### src/rtl/irprobe_pkg.sv
// Package: shared constants and the pin script of the IR-length probe.
// Assumes the fixed script: TAP reset, walk to Shift-IR, marker word,
// ones fill, exit to Update-IR. All counts derive from the lengths below.
package irprobe_pkg;

    localparam int RST_CYC   = 5;    // TMS high cycles forcing Test-Logic-Reset
    localparam int IDLE_CYC  = 1;    // one cycle into Run-Test/Idle
    localparam int SEL_CYC   = 2;    // TMS high: select DR then IR path
    localparam int CAP_CYC   = 2;    // TMS low: Capture-IR, then Shift-IR
    localparam int SIG_W     = 32;   // marker word width
    localparam int FILL_CYC  = 240;  // ones fill after the marker
    localparam int UPD_CYC   = 1;    // final step to Update-IR
    localparam int TDO_MASK_CYC = 10; // TDO ignored for this many cycles

    localparam logic [SIG_W-1:0] SIG_WORD = 32'h0525_3000;

    localparam int SHIFT_FIRST  = RST_CYC + IDLE_CYC + SEL_CYC + CAP_CYC;
    localparam int SIG_END      = SHIFT_FIRST + SIG_W;
    localparam int SHIFT_LAST   = SIG_END + FILL_CYC - 1;
    localparam int TOTAL_CYC    = SHIFT_LAST + 1 + UPD_CYC;
    localparam int LAST_CYC     = TOTAL_CYC - 1;
    localparam int SHIFT_BITS   = SIG_W + FILL_CYC;
    localparam int SAMPLE_FIRST = (SHIFT_FIRST > TDO_MASK_CYC) ? SHIFT_FIRST : TDO_MASK_CYC;

    localparam int CYC_W = $clog2(TOTAL_CYC);
    localparam int CNT_W = $clog2(SHIFT_BITS + 1);
    localparam int LEN_W = $clog2(FILL_CYC + 1);

    // TMS level for script cycle c.
    function automatic logic tms_at(input int c);
        if (c < RST_CYC)                       return 1'b1;
        if (c < RST_CYC + IDLE_CYC)            return 1'b0;
        if (c < RST_CYC + IDLE_CYC + SEL_CYC)  return 1'b1;
        if (c < SHIFT_LAST)                    return 1'b0;
        return 1'b1;
    endfunction

    // TDI level for script cycle c.
    function automatic logic tdi_at(input int c);
        logic [SIG_W-1:0] shifted;
        shifted = SIG_WORD >> (c - SHIFT_FIRST);
        if (c < SHIFT_FIRST)  return 1'b0;
        if (c < SIG_END)      return shifted[0];
        if (c <= SHIFT_LAST)  return 1'b1;
        return 1'b0;
    endfunction

endpackage

### src/rtl/irprobe_tck_gen.sv
// TCK generator: while run is high, toggles TCK every div_val+1 clocks,
// low half first, and flags the clock at which TCK rises or falls.
// Assumes div_val is stable during a run; forces TCK low when run is low.
module irprobe_tck_gen #(
    parameter int DIV_W = 8
) (
    input  logic             clk,
    input  logic             rst_n,
    input  logic             run,
    input  logic [DIV_W-1:0] div_val,
    output logic             tck,
    output logic             rise_stb,
    output logic             fall_stb
);

    logic [DIV_W-1:0] cnt_q;
    logic             half_end;

    // End of a half period of TCK.
    assign half_end = run && (cnt_q == div_val);
    assign rise_stb = half_end && !tck;
    assign fall_stb = half_end && tck;

    // Half-period counter and TCK toggle.
    always_ff @(posedge clk) begin
        if (!rst_n || !run) begin
            cnt_q <= '0;
            tck   <= 1'b0;
        end else if (half_end) begin
            cnt_q <= '0;
            tck   <= !tck;
        end else begin
            cnt_q <= cnt_q + 1'b1;
        end
    end

endmodule

### src/rtl/irprobe_script.sv
// Script sequencer: steps the TCK cycle index on each falling strobe and
// drives TMS/TDI for the next cycle, so the pins move only as TCK falls.
// Assumes start_acc only while idle; fall_stb comes from irprobe_tck_gen.
module irprobe_script
    import irprobe_pkg::*;
(
    input  logic             clk,
    input  logic             rst_n,
    input  logic             start_acc,
    input  logic             fall_stb,
    output logic             running,
    output logic [CYC_W-1:0] cyc,
    output logic             tms,
    output logic             tdi,
    output logic             last_fall,
    output logic             finish
);

    // Falling edge that closes the final script cycle.
    assign last_fall = running && fall_stb && (int'(cyc) == LAST_CYC);

    // Cycle index, pin levels and end-of-run pulse.
    always_ff @(posedge clk) begin
        if (!rst_n) begin
            running <= 1'b0;
            cyc     <= '0;
            tms     <= 1'b0;
            tdi     <= 1'b0;
            finish  <= 1'b0;
        end else begin
            finish <= 1'b0;
            if (start_acc) begin
                running <= 1'b1;
                cyc     <= '0;
                tms     <= tms_at(0);
                tdi     <= tdi_at(0);
            end else if (last_fall) begin
                running <= 1'b0;
                finish  <= 1'b1;
            end else if (running && fall_stb) begin
                cyc <= cyc + 1'b1;
                tms <= tms_at(int'(cyc) + 1);
                tdi <= tdi_at(int'(cyc) + 1);
            end
        end
    end

    // pins move only at a TCK fall or the start of a run.
    a_r6_pins_on_fall: assert property (@(posedge clk) disable iff (!rst_n)
        (!$stable(tms) || !$stable(tdi)) |-> ($past(fall_stb) || $past(start_acc)));

    // finish follows the end of a run.
    a_r10_finish_ends_run: assert property (@(posedge clk) disable iff (!rst_n)
        finish |-> (!running && $past(running)));

endmodule

### src/rtl/irprobe_tdo_match.sv
// TDO matcher: shifts sampled TDO bits into a window (newest at the MSB)
// and records the bit count of the first window equal to the marker.
// Assumes sample pulses once per Shift-IR rising TCK edge; clear restarts.
module irprobe_tdo_match
    import irprobe_pkg::*;
(
    input  logic             clk,
    input  logic             rst_n,
    input  logic             clear,
    input  logic             sample,
    input  logic             tdo,
    output logic             found,
    output logic [LEN_W-1:0] len
);

    logic [SIG_W-1:0] win_q;
    logic [SIG_W-1:0] win_nx;
    logic [CNT_W-1:0] nbits_q;
    logic             hit;

    // Window after taking the current TDO bit.
    assign win_nx = {tdo, win_q[SIG_W-1:1]};
    assign hit    = sample && !found && (win_nx == SIG_WORD) &&
                    (int'(nbits_q) + 1 >= SIG_W);

    // Window, bit counter and first-match capture.
    always_ff @(posedge clk) begin
        if (!rst_n || clear) begin
            win_q   <= '0;
            nbits_q <= '0;
            found   <= 1'b0;
            len     <= '0;
        end else if (sample) begin
            win_q   <= win_nx;
            nbits_q <= nbits_q + 1'b1;
            if (hit) begin
                found <= 1'b1;
                len   <= LEN_W'(int'(nbits_q) + 1 - SIG_W);
            end
        end
    end

    // a measured length never exceeds the fill length.
    a_r8_len_bound: assert property (@(posedge clk) disable iff (!rst_n)
        found |-> (int'(len) <= FILL_CYC));

    // the first match is kept until cleared.
    a_r8_first_match_kept: assert property (@(posedge clk) disable iff (!rst_n)
        (found && !clear) |=> (found && $stable(len)));

endmodule

### src/rtl/jtag_irlen_probe.sv
// Top: JTAG IR-length probe. Accepts start while idle, latches the divider,
// runs the pin script and reports the TDI-to-TDO delay of the chain.
// Assumes tdo is already synchronous to clk.
module jtag_irlen_probe
    import irprobe_pkg::*;
#(
    parameter int DIV_W = 8
) (
    input  logic             clk,
    input  logic             rst_n,
    input  logic             start,
    input  logic [DIV_W-1:0] div,
    input  logic             tdo,
    output logic             tck,
    output logic             tms,
    output logic             tdi,
    output logic             busy,
    output logic             done,
    output logic             err,
    output logic [LEN_W-1:0] ir_len
);

    logic             start_acc;
    logic [DIV_W-1:0] div_q;
    logic             rise_stb;
    logic             fall_stb;
    logic [CYC_W-1:0] cyc;
    logic             last_fall;
    logic             sample;
    logic             found;
    logic [LEN_W-1:0] match_len;

    // A start request counts only while idle.
    assign start_acc = start && !busy;

    // Sample TDO at rising TCK within the Shift-IR window.
    assign sample = rise_stb && busy &&
                    (int'(cyc) >= SAMPLE_FIRST) && (int'(cyc) <= SHIFT_LAST);

    // Latch the divider at an accepted start.
    always_ff @(posedge clk) begin
        if (!rst_n) begin
            div_q <= '0;
        end else if (start_acc) begin
            div_q <= div;
        end
    end

    // Result registers: cleared at start, set at the final TCK fall.
    always_ff @(posedge clk) begin
        if (!rst_n || start_acc) begin
            err    <= 1'b0;
            ir_len <= '0;
        end else if (last_fall) begin
            err    <= !found;
            ir_len <= found ? match_len : '0;
        end
    end

    irprobe_tck_gen #(
        .DIV_W    (DIV_W)
    ) u_tck (
        .clk      (clk),
        .rst_n    (rst_n),
        .run      (busy),
        .div_val  (div_q),
        .tck      (tck),
        .rise_stb (rise_stb),
        .fall_stb (fall_stb)
    );

    irprobe_script u_script (
        .clk       (clk),
        .rst_n     (rst_n),
        .start_acc (start_acc),
        .fall_stb  (fall_stb),
        .running   (busy),
        .cyc       (cyc),
        .tms       (tms),
        .tdi       (tdi),
        .last_fall (last_fall),
        .finish    (done)
    );

    irprobe_tdo_match u_match (
        .clk    (clk),
        .rst_n  (rst_n),
        .clear  (start_acc),
        .sample (sample),
        .tdo    (tdo),
        .found  (found),
        .len    (match_len)
    );

    // TCK idles low.
    a_r1_tck_idle_low: assert property (@(posedge clk) disable iff (!rst_n)
        !busy |-> !tck);

    // done lasts one clock.
    a_r10_done_single: assert property (@(posedge clk) disable iff (!rst_n)
        done |=> !done);

    // an error always reports zero length.
    a_r9_err_zero_len: assert property (@(posedge clk) disable iff (!rst_n)
        err |-> (ir_len == '0));

    // start during a run does not restart or stop it.
    a_r11_start_ignored: assert property (@(posedge clk) disable iff (!rst_n)
        (busy && start) |=> (busy || done));

endmodule

### config.mk
export PLATFORM = sky130hd
export DESIGN_NAME = jtag_irlen_probe
export DESIGN_NICKNAME = d
export VERILOG_FILES = /design/src/rtl/irprobe_pkg.sv /design/src/rtl/irprobe_tck_gen.sv /design/src/rtl/irprobe_script.sv /design/src/rtl/irprobe_tdo_match.sv /design/src/rtl/jtag_irlen_probe.sv
export SDC_FILE = /design/constraint.sdc
export NUM_CORES = 1
export LEC_CHECK = 0
export CORE_ASPECT_RATIO = 1.2
export CORE_UTILIZATION = 30
export DETAILED_ROUTE_END_ITERATION = 16
export GPL_TIMING_DRIVEN = 0
export PLACE_DENSITY_LB_ADDON = 0.15
export RECOVER_POWER = 100
export SKIP_LAST_GASP = 1
export SYNTH_ARGS = -nofsm -noshare
export SYNTH_HDL_FRONTEND = slang
export SYNTH_SLANG_ARGS = --single-unit
### constraint.sdc
create_clock -name clk -period 2.5 [get_ports clk]
set_input_delay 0.5 -clock clk [delete_from_list [all_inputs] [get_ports clk]]
set_output_delay 0.5 -clock clk [all_outputs]
set_load 0.01 [all_outputs]
==> results of run 1 <==
metrics by stage:
stage	worst slack [ns]	power, mW
2_1_floorplan	0.00803	1.53
3_3_place_gp	-0.471	1.59
3_5_place_dp	-0.474	1.59
4_1_cts	0.000502	3.04
5_1_grt	-0.153	3.12
6_report	0.0335	3.00
path summary, 6_finish.rpt:
path                  end  slack [ns]  cells past startpoint
max reg2reg  u_script.tdi        0.03                     12
max          u_script.tdi        0.03                     12
min             ir_len[4]        0.45                      2
min reg2reg     ir_len[4]        0.45                      2
state kept, by name (all words and copies together), names as in the netlist:
name / count
u_tck.cnt_q: 8
err: 1
u_script.finish: 1
u_match.len: 8
u_script.cyc: 9
u_tck.tck: 1
u_match.found: 1
ir_len: 8
u_script.running: 1
div_q: 8
u_match.win_q: 31
u_script.tdi: 1
u_script.tms: 1
u_match.nbits_q: 9
area by class of cell:
type                       instances  area, um^2
fill                            1434        8510
multi-input combinational        385        2460
sequential                        88        1770
timing repair buffer              33         308
clock buffer                      10         239
tap                              171         214
buffer                            33         186
clock inverter                     5        81.3
inverter                          13        48.8
cells in the final DEF, fill, tap and decap left out, types with 4 or more instances in the layout:
master	count
sky130_fd_sc_hd__clkbuf_16	9
sky130_fd_sc_hd__ha_1	7
sky130_fd_sc_hd__a21boi_0	9
sky130_fd_sc_hd__xnor2_1	28
sky130_fd_sc_hd__nand4_1	9
sky130_fd_sc_hd__clkdlybuf4s50_1	11
sky130_fd_sc_hd__dfxtp_2	5
sky130_fd_sc_hd__dlygate4sd3_1	14
sky130_fd_sc_hd__nand3_1	19
sky130_fd_sc_hd__clkbuf_1	17
sky130_fd_sc_hd__mux2i_1	13
sky130_fd_sc_hd__nand2_1	75
sky130_fd_sc_hd__and3_1	4
sky130_fd_sc_hd__a31oi_1	6
sky130_fd_sc_hd__a21oi_1	45
sky130_fd_sc_hd__nor3_1	9
sky130_fd_sc_hd__nor4_1	6
sky130_fd_sc_hd__nand2b_1	4
sky130_fd_sc_hd__xor2_1	13
sky130_fd_sc_hd__inv_1	12
sky130_fd_sc_hd__buf_4	7
sky130_fd_sc_hd__a21o_1	4
sky130_fd_sc_hd__nor2_1	38
sky130_fd_sc_hd__clkbuf_2	8
sky130_fd_sc_hd__o21ai_0	37
sky130_fd_sc_hd__dfxtp_1	82
what timing repair did:
action                                  4_1_cts  5_1_grt
endpoints found under the setup margin       64       66
resized for setup                            35       23
buffers inserted                              7        1
hold buffers                                  0        0
pin swaps                                     9        4
where the power goes:
part           internal (mW)  switching (mW)  total (mW)
combinational         0.0529          0.0847       0.138
clock                  0.896           0.541        1.44
sequential              1.41          0.0128        1.43
total                   2.36           0.639        3.00
synthesized netlist by cell type, types with 3 or more instances:
master                      count
sky130_fd_sc_hd__inv_1         13
sky130_fd_sc_hd__or4_1          3
sky130_fd_sc_hd__and3_1         5
sky130_fd_sc_hd__o31ai_1        3
sky130_fd_sc_hd__buf_2          6
sky130_fd_sc_hd__a21oi_1       45
sky130_fd_sc_hd__nand2b_1       4
sky130_fd_sc_hd__a2111oi_0      3
sky130_fd_sc_hd__a31oi_1        6
sky130_fd_sc_hd__o211ai_1       3
sky130_fd_sc_hd__or3_1          3
sky130_fd_sc_hd__xnor2_1       29
sky130_fd_sc_hd__a21o_1         4
sky130_fd_sc_hd__ha_1          10
sky130_fd_sc_hd__mux2i_1       13
sky130_fd_sc_hd__nand3_1       20
sky130_fd_sc_hd__and2_1         3
sky130_fd_sc_hd__nand4_1        9
sky130_fd_sc_hd__nor3_1        10
sky130_fd_sc_hd__clkbuf_1      30
sky130_fd_sc_hd__a21boi_0       9
sky130_fd_sc_hd__nor4_1         9
sky130_fd_sc_hd__nand2_1       75
sky130_fd_sc_hd__o21ai_0       38
sky130_fd_sc_hd__nor2b_1        3
sky130_fd_sc_hd__xor2_1        14
sky130_fd_sc_hd__nor2_1        40
sky130_fd_sc_hd__dfxtp_1       88
cell families after synthesis:
group,Yosys count,synth area share
and+or+nand+nor,196,0.219
AOI/OAI and AO/OA,121,0.165
DFF,88,0.413
buffers and inverters,50,0.0475
xor gates and xnor gates,45,0.0960
muxes,13,0.0305
adders and majority gates,10,0.0293
worst reg2reg max path: stages (launching register included):
cell and delay, ns:
sky130_fd_sc_hd__dfxtp_2 0.35, sky130_fd_sc_hd__clkbuf_8 0.13, sky130_fd_sc_hd__and3_1 0.15, sky130_fd_sc_hd__clkbuf_8 0.13, sky130_fd_sc_hd__nand3_1 0.10, sky130_fd_sc_hd__or3_4 0.36
sky130_fd_sc_hd__o31a_1 0.25, sky130_fd_sc_hd__nor3_2 0.12, sky130_fd_sc_hd__ha_1 0.16, sky130_fd_sc_hd__inv_1 0.06, sky130_fd_sc_hd__a2111oi_4 0.32, sky130_fd_sc_hd__o211ai_1 0.13
sky130_fd_sc_hd__a31oi_1 0.14
metal layers:
metal | share of wire | global-route usage | up-vias
met4 | 0.022 | 0.0756 | 0
li1 | - | - | 1887
met2 | 0.50 | 0.258 | 39
met3 | 0.019 | 0.0266 | 19
met5 | 0 | 0 | -
met1 | 0.46 | 0.177 | 1748
==> qor.csv, run 1 <==
stage,metric,value,unit
run_status,result of the run,"finished, final reports clean",
global_route,vias in the first global route,3695,
sta,ratio of final minimum period to clock period,0.987,
route,ratio of routed vias to standard cells,5.00,
sta,final sum of negative setup slack,0,ns
synth,Yosys top cell by area,sky130_fd_sc_hd__dfxtp_1,
sta,worst slew margin relative to its limit,0.552,
clocking,clock tree from TritonCTS,yes,
final_layout,"Core Util, Final",0.384,
setup_path,Critical Path Most Common Cell,sky130_fd_sc_hd__clkbuf_8,
setup_path,biggest fanout along the worst timing path,3,
die,die width,111,um
setup_path,CP Data Required Time,2.77,ns
route,remaining antenna violation count,0,
die,overall die area,14700,um^2
route,Post-route DRC,0,
power,P_leak,1.80,nW
placed_design,global placement routability congestion,0.861,
clocking,maximum root-to-sink buffer count,2,
final_layout,fraction of final layout cells with drive strength greater than 1,0.125,
synth,leading cell types by total area after synthesis,"sky130_fd_sc_hd__dfxtp_1, sky130_fd_sc_hd__nand2_1, sky130_fd_sc_hd__xnor2_1",
synth,net count after synthesis,545,
placed_design,Post-Place Cell Area,4730,um^2
sta,RSZ-0062 raised after global routing,true,
clocking,H-Tree Depth,3,
final_layout,post-layout instance count excluding filler cells,738,
route,Detailed Routing Iterations Pass 1,6,
synth,Synth cell types,45,
die,vertical die dimension,133,um
sta,final-report max-slew violation count,0,
global_route,maximum number of pins on one net before global-route repair,15,
route,total via count in the routed design,3693,
clocking,total clock sinks,88,
power,highest ir drop seen on vdd,0.285,mV
job,max-cap violation count,0,
route,overall routed net length,10.5,mm
die,total core area,13800,um^2
setup_path,CP startpoint kind,flip-flop,
synth,dominant register cell in the synthesized netlist,sky130_fd_sc_hd__dfxtp_1,
synth,share of flip-flops with an asynchronous set or reset,0,
sta,"Hold Violations, Final",0,
setup_path,worst setup path start,u_script.cyc[1],
sta,slew of the pin with the lowest slew margin,0.667,ns
power,areal power density over the cells,565,nW/um^2
setup_path,FF-to-FF Start,u_script.cyc[1],
synth,Post-synth EDFFs,0,
placed_design,placed insts,719,
hold_path,hold path start,ir_len[4],
setup_path,cell with the biggest individual delay on the critical path,sky130_fd_sc_hd__or3_4,
final_layout,Antenna Diode Count,0,
setup_path,Worst path max stage delay,0.36,ns
hold_path,class of the worst hold path,reg2reg,
setup_path,critical setup path kind,reg2reg,
die,starting utilization of the core area,0.309,
sta,final period demand of the worst path,2.47,ns
setup_path,top cell family by delay on the critical path,compound AO/OA/AOI/OAI gates,
route,wire length per cell after detailed routing,14.3,um
die,Ports,26,
route,iteration-0 DRC count of the detailed router,140,
global_route,overall fraction of global-route tracks in use,0.149,
clocking,clock slew at the register clock pins of the worst setup and hold paths,0.06,ns
synth,area of the mapped netlist,4260,um^2
placed_design,final HPWL from detailed placement,7.55,mm
die,standard-cell row count,47,
global_route,number of antenna violations at the first check in global routing,0,
clocking,Clk Tree Root Cell,sky130_fd_sc_hd__clkbuf_16,
synth,Synth Instances,523,
setup_path,number of buffers and inverters on the critical path,3,
sta,skew final,0.00661,ns
setup_path,critical path data arrival time,2.74,ns
global_route,total congestion overflow,0,
synth,flop and latch count out of synthesis,88,
synth,Ys Warns,0,
setup_path,CP Cell Sequence,clkbuf_8 > and3_1 > clkbuf_8 > nand3_1 > or3_4 > o31a_1 > nor3_2 > ha_1 > inv_1 > a2111oi_4 > o211ai_1 > a31oi_1,
synth,average instance area after synthesis,8.15,um^2
synth,top cell type's share of synthesized area,0.413,
sta,achievable clock frequency,0.405,GHz
sta,number of setup violations in the final report,0,
global_route,wire length of the first global-routing pass,17.8,mm
placed_design,count of port buffers added during placement,25,
synth,fraction of the yosys area taken by sequential cells,0.413,
clocking,clock latency on the worst-skew pair,0.34,ns
clocking,CTS Buf Count,9,
sta,Worst Hold Slack,0.449,ns
setup_path,endpoint type of the worst setup path,flip-flop,
final_layout,Layout Nets,585,
final_layout,area grow syn2layout,24.6,%
final_layout,Post-Layout Inst Area,5310,um^2
(Power assumes the default switching activity.)
==> run 2: changes to the inputs <==
Settings changed: SLEW_MARGIN set to 25.
==> run 2 against run 1 <==
Clock power barely moved. Sequential power barely moved. Die area did not move. Non-clock buffer count did not move. Combinational power barely moved. Via count rose by 0.62%.
==> qor.csv, run 2 (same netlist as run 1, synthesis figures left out) <==
stage,metric,value,unit
sta,RSZ-0062 raised after global routing,true,
placed_design,global placement routability congestion,0.861,
setup_path,endpoint type of the worst setup path,flip-flop,
setup_path,cell with the biggest individual delay on the critical path,sky130_fd_sc_hd__or3_4,
route,ratio of routed vias to standard cells,5.04,
route,iteration-0 DRC count of the detailed router,140,
setup_path,critical setup path kind,reg2reg,
final_layout,post-layout instance count excluding filler cells,738,
power,highest ir drop seen on vdd,0.285,mV
die,Ports,26,
clocking,clock slew at the register clock pins of the worst setup and hold paths,0.06,ns
die,total core area,13800,um^2
sta,number of setup violations in the final report,0,
global_route,number of antenna violations at the first check in global routing,0,
clocking,clock tree from TritonCTS,yes,
final_layout,leading registers by flop count,"u_match.win_q: 31 flops, u_match.nbits_q: 9 flops, u_script.cyc: 9 flops",
job,max-cap violation count,0,
setup_path,Worst path max stage delay,0.40,ns
route,remaining antenna violation count,0,
die,starting utilization of the core area,0.309,
power,areal power density over the cells,561,nW/um^2
setup_path,FF-to-FF Start,u_script.cyc[1],
hold_path,hold-critical path endpoint,ir_len[4],
clocking,maximum root-to-sink buffer count,2,
final_layout,fraction of final layout cells with drive strength greater than 1,0.129,
setup_path,biggest fanout along the worst timing path,3,
setup_path,critical path data arrival time,2.67,ns
sta,achievable clock frequency,0.417,GHz
clocking,clock latency on the worst-skew pair,0.34,ns
final_layout,"commonest non-fill, non-tap cell in the layout",sky130_fd_sc_hd__dfxtp_1,
hold_path,class of the worst hold path,reg2reg,
die,standard-cell row count,47,
die,overall die area,14700,um^2
route,wire length per cell after detailed routing,14.3,um
die,die width,111,um
hold_path,number of instances on the worst hold path,2,
placed_design,count of port buffers added during placement,25,
sta,slew of the pin with the lowest slew margin,0.665,ns
sta,skew final,0.00647,ns
final_layout,"Core Util, Final",0.387,
clocking,hold buffers post-CTS,0,
setup_path,worst reg-to-reg setup slack,0.10,ns
power,P_leak,1.81,nW
setup_path,CP Cell Sequence,clkbuf_8 > and3_1 > clkbuf_8 > nand3_1 > or3_4 > o31a_1 > nor3_2 > ha_1 > inv_1 > a2111oi_4 > o211ai_1 > a31oi_1,
clocking,Clk Tree Root Cell,sky130_fd_sc_hd__clkbuf_16,
final_layout,Reg with most FFs,u_match.win_q,
sta,"Hold Violations, Final",0,
global_route,wire length of the first global-routing pass,17.8,mm
final_layout,Filler cells,1427,
setup_path,CP Data Required Time,2.77,ns
global_route,total congestion overflow,0,
route,Detailed Routing Iterations Pass 1,6,
setup_path,Critical Path Most Common Cell,sky130_fd_sc_hd__clkbuf_8,
sta,worst slew margin relative to its limit,0.553,
placed_design,placed insts,719,
clocking,total clock sinks,88,
die,vertical die dimension,133,um
sta,final-report max-slew violation count,0,
clocking,H-Tree Depth,3,
placed_design,final HPWL from detailed placement,7.55,mm
route,overall routed net length,10.5,mm
final_layout,area grow syn2layout,25.3,%
route,Post-route DRC,0,
final_layout,number of flip-flops in the largest register,31,
route,total via count in the routed design,3716,
hold_path,hold path start,ir_len[4],
setup_path,CP startpoint kind,flip-flop,
global_route,vias in the first global route,3695,
final_layout,most frequent cells in the layout,"sky130_fd_sc_hd__dfxtp_1, sky130_fd_sc_hd__nand2_1, sky130_fd_sc_hd__a21oi_1, sky130_fd_sc_hd__nor2_1, sky130_fd_sc_hd__o21ai_0",
final_layout,Antenna Diode Count,0,
global_route,maximum number of pins on one net before global-route repair,15,
sta,ratio of final minimum period to clock period,0.960,
run_status,result of the run,"finished, final reports clean",
setup_path,Worst Reg2Reg Path Length in Cells,12,
sta,final period demand of the worst path,2.40,ns
clocking,CTS Buf Count,9,
global_route,overall fraction of global-route tracks in use,0.149,
setup_path,reg-to-reg endpoint,u_script.tdi,
final_layout,Layout Nets,585,
==> run 2: changes by cell type in the layout (fill, tap and decap cells not counted), moves of 2 or more <==
cell / previous run / this run
sky130_fd_sc_hd__clkbuf_2: 8 / 6
sky130_fd_sc_hd__clkdlybuf4s50_1: 11 / 9
sky130_fd_sc_hd__nor4_2: 3 / 1
sky130_fd_sc_hd__nor4_4: 1 / 3
==> run 2: worst max-delay path, delay by kind of cell, from the launching register on <==
| kind | cells | cell delay [ns] |
|---|---|---|
| simple gates | 4 | 0.77 |
| flops | 1 | 0.35 |
| buf+inv | 3 | 0.32 |
| compound gates | 4 | 0.74 |
| fa+ha+maj | 1 | 0.15 |
==> run 2: stage by stage <==
step           hold slack [ns]  power [mW]  cell area [um^2]  worst slack [ns]  TNS (ns)
3_5_place_dp             0.447        1.59              4730            -0.474    -20.46
4_1_cts                  0.456        3.04              5230          0.000502         0
3_3_place_gp             0.441        1.59              4730            -0.471    -20.39
5_1_grt                  0.473        3.12              5340           -0.0836    -0.115
2_1_floorplan            0.436        1.53              4270           0.00803         0
6_report                 0.448        3.00              5340             0.101         0
==> run 2: worst max-delay path by stage <==
stage / cells after the start / from / slack, ns / endpoint
after detailed placement: 11 / u_script.cyc[0] / -0.47 / u_match.win_q[7]
after CTS: 10 / u_script.cyc[2] / 0.0005 / u_script.tdi
after floorplan: 12 / u_script.cyc[1] / 0.008 / u_script.tdi
final: 12 / u_script.cyc[1] / 0.10 / u_script.tdi
after global routing: 12 / u_script.cyc[1] / -0.08 / u_script.tdi
after global placement: 11 / u_script.cyc[0] / -0.47 / u_match.win_q[14]
==> run 2: area by class of cell <==
cell class,instances,area (um^2),area share
Clock inverter,5,81.3,0.0152
Tap cell,171,214,0.0400
Inverter,13,48.8,0.00913
Sequential cell,88,1770,0.332
Clock buffer,10,239,0.0447
Timing Repair Buffer,33,307,0.0574
Buffer,33,189,0.0354
Multi-Input combinational cell,385,2490,0.466
==> run 2: repair_timing <==
action / 4_1_cts / 5_1_grt
resized for setup: 35 / 31
buffers inserted: 7 / 1
gates cloned: 0 / 0
setup endpoints to repair: 64 / 62
pin swaps: 9 / 9
==> run 2: where the power goes <==
part,switching [mW],total [mW],internal [mW],leakage [nW]
clock network,0.541,1.44,0.896,0.155
registers,0.0128,1.43,1.41,0.714
logic,0.0852,0.137,0.0519,0.940
==> run 2: routing by layer <==
metal	vias up	share of wire	track usage
li1	1890	-	-
met1	1766	0.46	0.177
met2	42	0.50	0.258
met3	18	0.021	0.0266
met4	0	0.020	0.0756
met5	-	0	0
